--- src/rtl/ifc_pkg.sv ---
package ifc_pkg;

    typedef enum logic [1:0] {
        ST_IDLE  = 2'd0,
        ST_WAIT  = 2'd1,
        ST_COUNT = 2'd2,
        ST_DONE  = 2'd3
    } ifc_state_e;

    // Control handed from the sequencer to the edge counter.
    typedef struct packed {
        logic clr;
        logic en;
    } ifc_cnt_ctl_t;

    localparam int unsigned IFC_MAX_MS = 64;

    function automatic int unsigned ifc_gate_ms(input logic [1:0] code);
        case (code)
            2'b00:   return 4;
            2'b01:   return 8;
            2'b10:   return 32;
            default: return 64;
        endcase
    endfunction

    function automatic int unsigned ifc_wait_ms(input logic [1:0] code);
        return code[1] ? 8 : 4;
    endfunction

endpackage

--- src/rtl/ifc_sync_edge.sv ---
module ifc_sync_edge #(
    parameter int STAGES = 2
) (
    input  logic clk,
    input  logic rst,
    input  logic d_async,
    output logic rise
);
    logic [STAGES-1:0] sh_q;
    logic              prev_q;

    always_ff @(posedge clk) begin
        if (rst) begin
            sh_q   <= '0;
            prev_q <= 1'b0;
        end else begin
            sh_q   <= {sh_q[STAGES-2:0], d_async};
            prev_q <= sh_q[STAGES-1];
        end
    end

    assign rise = sh_q[STAGES-1] & ~prev_q;

    // an edge pulse lasts a single cycle
    a_r4_single_pulse: assert property (@(posedge clk) disable iff (rst)
        rise |=> !rise);

endmodule

--- src/rtl/ifc_ctrl.sv ---
module ifc_ctrl
    import ifc_pkg::*;
#(
    parameter int CLKS_PER_MS = 1000
) (
    input  logic         clk,
    input  logic         rst,
    input  logic         start_en,
    input  logic         inhibit,
    input  logic [1:0]   gate_sel,
    output ifc_cnt_ctl_t ctl,
    output logic         done
);
    localparam int TW = $clog2(IFC_MAX_MS * CLKS_PER_MS + 1);

    ifc_state_e    st_q;
    logic [TW-1:0] timer_q;
    logic [1:0]    code_q;
    logic [TW-1:0] wait_lim;
    logic [TW-1:0] gate_lim;

    assign wait_lim = TW'(ifc_wait_ms(code_q) * CLKS_PER_MS);
    assign gate_lim = TW'(ifc_gate_ms(code_q) * CLKS_PER_MS);

    always_ff @(posedge clk) begin
        if (rst) begin
            st_q    <= ST_IDLE;
            timer_q <= '0;
            code_q  <= 2'b00;
        end else if (!start_en) begin
            st_q    <= ST_IDLE;
            timer_q <= '0;
        end else if (!inhibit) begin
            case (st_q)
                ST_IDLE: begin
                    st_q    <= ST_WAIT;
                    timer_q <= '0;
                    code_q  <= gate_sel;
                end
                ST_WAIT: begin
                    if (timer_q == wait_lim - 1'b1) begin
                        st_q    <= ST_COUNT;
                        timer_q <= '0;
                    end else begin
                        timer_q <= timer_q + 1'b1;
                    end
                end
                ST_COUNT: begin
                    if (timer_q == gate_lim - 1'b1) begin
                        st_q    <= ST_DONE;
                        timer_q <= '0;
                    end else begin
                        timer_q <= timer_q + 1'b1;
                    end
                end
                default: st_q <= ST_DONE;
            endcase
        end
    end

    always_comb begin
        ctl.clr = (st_q == ST_IDLE);
        ctl.en  = (st_q == ST_COUNT) && !inhibit;
    end
    assign done = (st_q == ST_DONE);

    // inhibit freezes the sequencer
    a_r7_inhibit_freeze: assert property (@(posedge clk) disable iff (rst)
        (start_en && inhibit) |=> ($stable(st_q) && $stable(timer_q)));
    // done is held while start stays set
    a_r5_done_hold: assert property (@(posedge clk) disable iff (rst)
        (st_q == ST_DONE && start_en) |=> (st_q == ST_DONE));
    // clearing start returns to idle
    a_r1_idle_on_clear: assert property (@(posedge clk) disable iff (rst)
        !start_en |=> (st_q == ST_IDLE));
    // wait timer stays inside its window
    a_r3_wait_bound: assert property (@(posedge clk) disable iff (rst)
        (st_q == ST_WAIT) |-> (timer_q < wait_lim));
    // gate timer stays inside its window
    a_r2_gate_bound: assert property (@(posedge clk) disable iff (rst)
        (st_q == ST_COUNT) |-> (timer_q < gate_lim));
    // captured gate code does not move mid-measurement
    a_r8_code_stable: assert property (@(posedge clk) disable iff (rst)
        (st_q != ST_IDLE) |=> $stable(code_q));

endmodule

--- src/rtl/ifc_sat_counter.sv ---
module ifc_sat_counter #(
    parameter int W = 20
) (
    input  logic         clk,
    input  logic         rst,
    input  logic         clr,
    input  logic         inc,
    output logic [W-1:0] cnt
);
    localparam logic [W-1:0] FULL = '1;

    always_ff @(posedge clk) begin
        if (rst || clr) begin
            cnt <= '0;
        end else if (inc && cnt != FULL) begin
            cnt <= cnt + 1'b1;
        end
    end

    // full scale is sticky, no wrap to zero
    a_r6_no_overflow: assert property (@(posedge clk) disable iff (rst)
        (cnt == FULL && !clr) |=> (cnt == FULL));
    // value only moves when an edge is accepted or a clear occurs
    a_r4_hold_without_inc: assert property (@(posedge clk) disable iff (rst)
        (!inc && !clr) |=> $stable(cnt));

endmodule

--- src/rtl/ifc_gated_counter.sv ---
module ifc_gated_counter
    import ifc_pkg::*;
#(
    parameter int CLKS_PER_MS = 1000,
    parameter int CNT_W       = 20,
    parameter int SYNC_STAGES = 2
) (
    input  logic             clk,
    input  logic             rst,
    input  logic             start_en,
    input  logic [1:0]       gate_sel,
    input  logic             inhibit,
    input  logic             if_in,
    output logic [CNT_W-1:0] count_out,
    output logic             done
);
    ifc_cnt_ctl_t ctl;
    logic         if_rise;

    ifc_sync_edge #(.STAGES(SYNC_STAGES)) u_sync (
        .clk     (clk),
        .rst     (rst),
        .d_async (if_in),
        .rise    (if_rise)
    );

    ifc_ctrl #(.CLKS_PER_MS(CLKS_PER_MS)) u_ctrl (
        .clk      (clk),
        .rst      (rst),
        .start_en (start_en),
        .inhibit  (inhibit),
        .gate_sel (gate_sel),
        .ctl      (ctl),
        .done     (done)
    );

    ifc_sat_counter #(.W(CNT_W)) u_cnt (
        .clk (clk),
        .rst (rst),
        .clr (ctl.clr),
        .inc (if_rise && ctl.en),
        .cnt (count_out)
    );

    // done drops the cycle after start is cleared
    a_r1_done_clear: assert property (@(posedge clk) disable iff (rst)
        !start_en |=> !done);
    // count reaches zero two cycles after start is cleared
    a_r1_count_clear: assert property (@(posedge clk) disable iff (rst)
        !start_en |=> ##1 (count_out == '0));
    // an inhibited cycle leaves the count alone
    a_r7_count_frozen: assert property (@(posedge clk) disable iff (rst)
        (inhibit && start_en && !ctl.clr) |=> $stable(count_out));

endmodule

--- config.mk ---
export PLATFORM = sky130hd
export DESIGN_NAME = ifc_gated_counter
export DESIGN_NICKNAME = d
export VERILOG_FILES = /design/src/rtl/ifc_pkg.sv /design/src/rtl/ifc_sync_edge.sv /design/src/rtl/ifc_ctrl.sv /design/src/rtl/ifc_sat_counter.sv /design/src/rtl/ifc_gated_counter.sv
export SDC_FILE = /design/constraint.sdc
export NUM_CORES = 1
export LEC_CHECK = 0
export CORE_ASPECT_RATIO = 1.5
export CORE_MARGIN = 5
export CORE_UTILIZATION = 47
export CTS_CLUSTER_SIZE = 10
export DETAILED_ROUTE_END_ITERATION = 8
export PLACE_DENSITY = 0.68
export SYNTH_ARGS = -nofsm -noshare
export SYNTH_HDL_FRONTEND = slang
export SYNTH_SLANG_ARGS = --single-unit
--- constraint.sdc ---
create_clock -name clk -period 3.3 [get_ports clk]
set_clock_uncertainty 0.05 [all_clocks]
set_input_delay 0.66 -clock clk [delete_from_list [all_inputs] [get_ports clk]]
set_output_delay 0.66 -clock clk [all_outputs]
set_load 0.01 [all_outputs]
# Word-level counts from Yosys, hierarchy flattened
# Index checks and enable logic that the tools add are counted.
# word_totals
regBits,43
input_bits,7
output_inout_bits,21
# classes
n_addsub,4
multipliers,2
eq_ne,10
n_mux,8
n_bitwise,4
reduce_logical,12
# op_table
op,count
16-bit case mux with 3 select lines,1
16-bit equality test,2
"32-bit by 7-bit multiplier with 13-bit output, second input constant",1
16-bit two-way mux,2
"16-bit by 1-bit subtractor with 16-bit output, second input constant",2
7-bit case mux with 3 select lines,1
"20-bit by 1-bit adder with 20-bit output, second input constant",1
"20-bit inequality test, second input constant",1
"16-bit by 1-bit adder with 16-bit output, second input constant",1
"7-bit by 7-bit multiplier with 13-bit output, second input constant",1
"2-bit equality test, second input constant",3
2-bit case mux with 3 select lines,1
3-bit AND reduction,2
"2-bit by 1-bit equality test with 1-bit output, second input constant",2
2-bit logical NOT,2
2-bit two-way mux,2
4-bit two-way mux,1
"2-bit by 1-bit inequality test with 1-bit output, second input constant",2
1-bit logical AND,3
1-bit NOT,3
3-bit nonzero test,1
2-bit AND reduction,1
2-bit OR reduction,1
1-bit bitwise AND,1
other kinds (2),2

# Depth between registers and ports, before layout
# depth
word_depth,7
depth_mapped,10
depth_no_buf,8

# Cells and area by module
# Synthesis repeated with hierarchy kept, for this count alone.
# hier_totals
hier_cells,289
area_unflattened_um2,2444.8
# modules_own_cells
mod,n_inst,cells_per_inst,area_each_um2,seq_area_each_um2
ifc_ctrl,1,168,1362.6,400.4
ifc_sat_counter,1,113,988.4,400.4
ifc_sync_edge,1,7,87.6,60.1
ifc_gated_counter,1,1,6.3,0.0

# Worst setup path before layout
# No wires, ideal clock.
# synth_timing
kind,reg2reg
from,register u_ctrl.code_q[1]
to,register u_ctrl.st_q[0]
setup_time_ns,0.132
arrival_time_ns,2.430
required_time_ns,3.118
setup_slack_ns,0.689
stages_incl_launch_ff,11
path_buffers,2
period_less_slack_ns,2.611
path_cell_list,dfxtp_1 buf_4 nor2b_1 ha_1 nor2b_1 or4_4 a32oi_4 a21boi_2 clkbuf_1 o31ai_1 a21oi_1
# synth_via
elab_chain_cells,7
word_cells_on_any_way,14
cone_classes,add/sub (2); mul (2); eq/ne (6); mux (2); reduce/logical (2)
# synth_lines
element,line,rtl
start: declaration,ifc_ctrl.sv:18,logic [1:0] code_q;
start signal: assignment,ifc_ctrl.sv:38,code_q <= gate_sel;
"parallel branches: the longest is 6 deep, another holds 32-bit by 7-bit multiplier with 13-bit output",--,
3-bit AND reduction (no line) (*),--,
end signal: assignment,ifc_ctrl.sv:42,st_q <= ST_COUNT;
end signal: assignment,ifc_ctrl.sv:50,st_q <= ST_DONE;
end signal: assignment,ifc_ctrl.sv:56,default: st_q <= ST_DONE;
end: declaration,ifc_ctrl.sv:16,ifc_state_e st_q;
# Every way passes the cells marked *.
# A chain may end at the register's enable or synchronous reset.

# Worst setup path after layout
# layout_timing
from,register u_ctrl.code_q[1]
to,register u_ctrl.timer_q[14]
# layout_via
elab_chain_cells,7
word_cells_on_any_way,14
cone_classes,add/sub (2); mul (2); eq/ne (4); mux (5); reduce/logical (1)
# layout_lines
element,line,rtl
"parallel branches: the longest is 6 deep, another holds 32-bit by 7-bit multiplier with 13-bit output",--,
16-bit case mux with 3 select lines (*),ifc_ctrl.sv:34,case (st_q)
end signal: assignment,ifc_ctrl.sv:45,timer_q <= timer_q + 1'b1;
end signal: assignment,ifc_ctrl.sv:53,timer_q <= timer_q + 1'b1;
end: declaration,ifc_ctrl.sv:17,logic [TW-1:0] timer_q;
# Marks and branches as above.

==> out/results.ini <==
[route]
drt_wl_total_um=6567
drc=0
viasPerCell=6.130
dr.pass1.iters=4
wl_per_cell_um=16.42
drt_iter0_drc=227
vias=2452
ant_nets=0

[cells_and_area]
areaGrowthSynthToFinish_pct=15.55
seqCellArea_sq_um=860.8
multi_input_area_sq_um=1620
instances_no_fill=400
final_common_cell=dfxtp_1
layout_common_cells=43 x dfxtp_1, 29 x nand2_1, 27 x clkdlybuf4s50_1
post_route_cells_drive_above_1_share=0.06970
fillerInstances=516
num_antenna_cells=0
finish.net_count=345

[sta]
setup_violations=0
setup_tns_ns=0
slew_violations=0
worst_pin_slew_ns=0.8002
fmax_ghz=0.3390
final_hold_viol_count=0
rsz0062_at_grt=false
fin_crit_ns=2.950
slew_headroom=0.4666
post-route-period-util=0.8940

[cts]
clkLatencyLatePin_ns=0.30
cts_resized=0
post_cts_buffers=0
clock-root-buffer=clkbuf_8
clkTransAtPathRegs_ns=0.08
numCtsBuffers=5
cts.sinks=43
cts_tree=done
cts_hold_buf=0
clk_path_buf_depth=2
htreeDepth=2

[power_and_ir_drop]
p_per_area_nw_per_um2=321.3
p_leak_nw=0.9498
vdd_drop_max_mv=0.2006

[worst_setup_path]
setup.worst_path.start_class=register
worst-path-max-fanout=14
startpoint=u_ctrl.code_q[1]
critPathKind=reg -> reg
path_buf_inv=0
r2r_end=u_ctrl.timer_q[14]
arrival_ns=3.09
rrSetupSlack_ns=0.35
r2r_cells=8
cpPeakStageDelay_ns=0.59
r2r-start=u_ctrl.code_q[1]
cpMostUsedCell=nor2b_1
cp_cell_sequence=nor2b_1, ha_1, nor2b_1, o31ai_1, a32oi_4, a21boi_2, o2111ai_2, o41ai_1
cp_slowest_cell=dfxtp_1
critPathTopFamily=compound AO/OA/AOI/OAI gates
cp-end-kind=register
crit_required_ns=3.44

[die]
dieArea_sq_um=7147
io_pins=28
coreArea_sq_um=5409
die_w_um=70.72
rows=33
die_y_um=101.1
start_util=0.4805

[yosys]
synth_flop_cell=dfxtp_1
synth.avg_cell_area_sq_um=8.383
yosysUniqueCellTypes=56
synth_edf_count=0
syn_nets=326
synth_area_sq_um=2599
ys_async_sr_fraction=0
synthCells=310
synth-seq-cells=43
synth.yosys.warnings=0
ys_seq_area_frac=0.3312

[grt]
grt_max_degree=24
grt-ovfl-total=0
grt_first_pass_wirelength_um=11560
track_usage=0.1963
grt_pass1_vias=2474
antenna_found_initial=0

[placement]
place_inst=392
place.gp.congestion=0.9091
port_buffers=27
dp_hpwl_um=4730

[worst_hold_path]
whs_endpoint=u_sync.prev_q
hold_path.class=reg -> reg
min-delay-start=u_sync.sh_q[1]
whs_path_depth=1

[run]
maxCapViolCount=0

[outcome]
outcome=finished, final reports clean

## report_power, final
group / internal, W / switching (W)
Combinational: 0.0000250 / 0.0000370
Clock: 0.000191 / 0.000185
Sequential: 0.000522 / 0.00000500
## routing by layer
metal	vias to the layer above	wire (um)	global-route usage
met5	-	0	0
li1	1207	-	-
met1	1154	2724	0.2251
met2	69	3283	0.3367
met4	0	314	0.1158
met3	22	244	0.03493
## metrics by stage
stage | hold WS [ns] | setup WS, ns | total power [W] | instance area, sq um | util
5_1_grt | 0.4442 | 0.02943 | 0.001000 | 3003 | 0.5552
3_3_place_gp | 0.4096 | 0.5038 | 0.0006002 | 2903 | 0.5367
2_1_floorplan | 0.3638 | 0.6887 | 0.0005817 | 2599 | -
4_1_cts | 0.4175 | 0.3251 | 0.0009740 | 3003 | 0.5552
6_report | 0.4146 | 0.3499 | 0.0009648 | 3003 | 0.5552
3_5_place_dp | 0.4027 | 0.3469 | 0.0006014 | 2903 | 0.5367
## logic make-up after synthesis
kind of cell	after synthesis	synth area share
XOR/XNOR	15	0.05055
AO/OA/AOI/OAI	75	0.2210
buffers and inverters	27	0.04526
multiplexers	3	0.01156
AND/OR/NAND/NOR	138	0.2971
adder cells (fa/ha/maj)	9	0.04333
flip-flops	43	0.3312
## sequential cells by signal, summed over array words and instances (netlist names)
signal          count
u_ctrl.timer_q     16
u_sync.prev_q       1
u_ctrl.code_q       2
u_cnt.cnt          20
u_ctrl.st_q         2
u_sync.sh_q         2
## Yosys cell counts, types with 2 or more instances
library cell   n  area [sq um]
o311ai_0       4         35.03
or3_1          5         31.28
and2_1        10         62.56
inv_1          7         26.28
nand3_1       15         75.07
clkbuf_1      13         48.80
and3_1         7         43.79
mux2i_1        3         30.03
o2111ai_1      7         61.31
o221ai_1       3         26.28
nor4_1         2         12.51
o21ai_0        8         40.04
and4b_1        2         20.02
a41oi_1        2         17.52
nor3_1         5         25.02
a32o_1         2         20.02
nor2_1        24         90.09
a31oi_1        7         43.79
and4_1         7         61.31
o22ai_1        2         12.51
o31ai_1        9         67.56
o21a_1         2         15.01
o211ai_1       2         15.01
ha_1           9         112.6
nor4b_1        2         17.52
dfxtp_1       43         860.8
o41ai_1        2         17.52
nand2_1       29         108.9
xor2_1        10         87.58
xnor2_1        5         43.79
nor2b_1        7         43.79
buf_2          4         20.02
or4_1          6         45.04
and4bb_2       2         25.02
or2_2          2         12.51
a21oi_1       15         75.07
nand4_1        7         43.79
## cell type report
class	instances	share of cell area
clock buffers	8	0.03333
inverters	7	0.008750
multi-input cells	240	0.5396
flip-flops and latches	43	0.2867
well taps	70	0.02917
repair buffers	32	0.1025
## worst max-delay path by stage
stage / slack, ns / depth (start not counted) / to
3_5_place_dp: 0.35 / 8 / u_ctrl.timer_q[14]
4_1_cts: 0.33 / 8 / u_ctrl.timer_q[14]
3_3_place_gp: 0.50 / 8 / u_ctrl.timer_q[14]
6_report: 0.35 / 8 / u_ctrl.timer_q[14]
2_1_floorplan: 0.69 / 10 / u_ctrl.st_q[0]
5_1_grt: 0.03 / 8 / u_ctrl.timer_q[14]
Note: power is estimated with default switching activity, not from simulation.
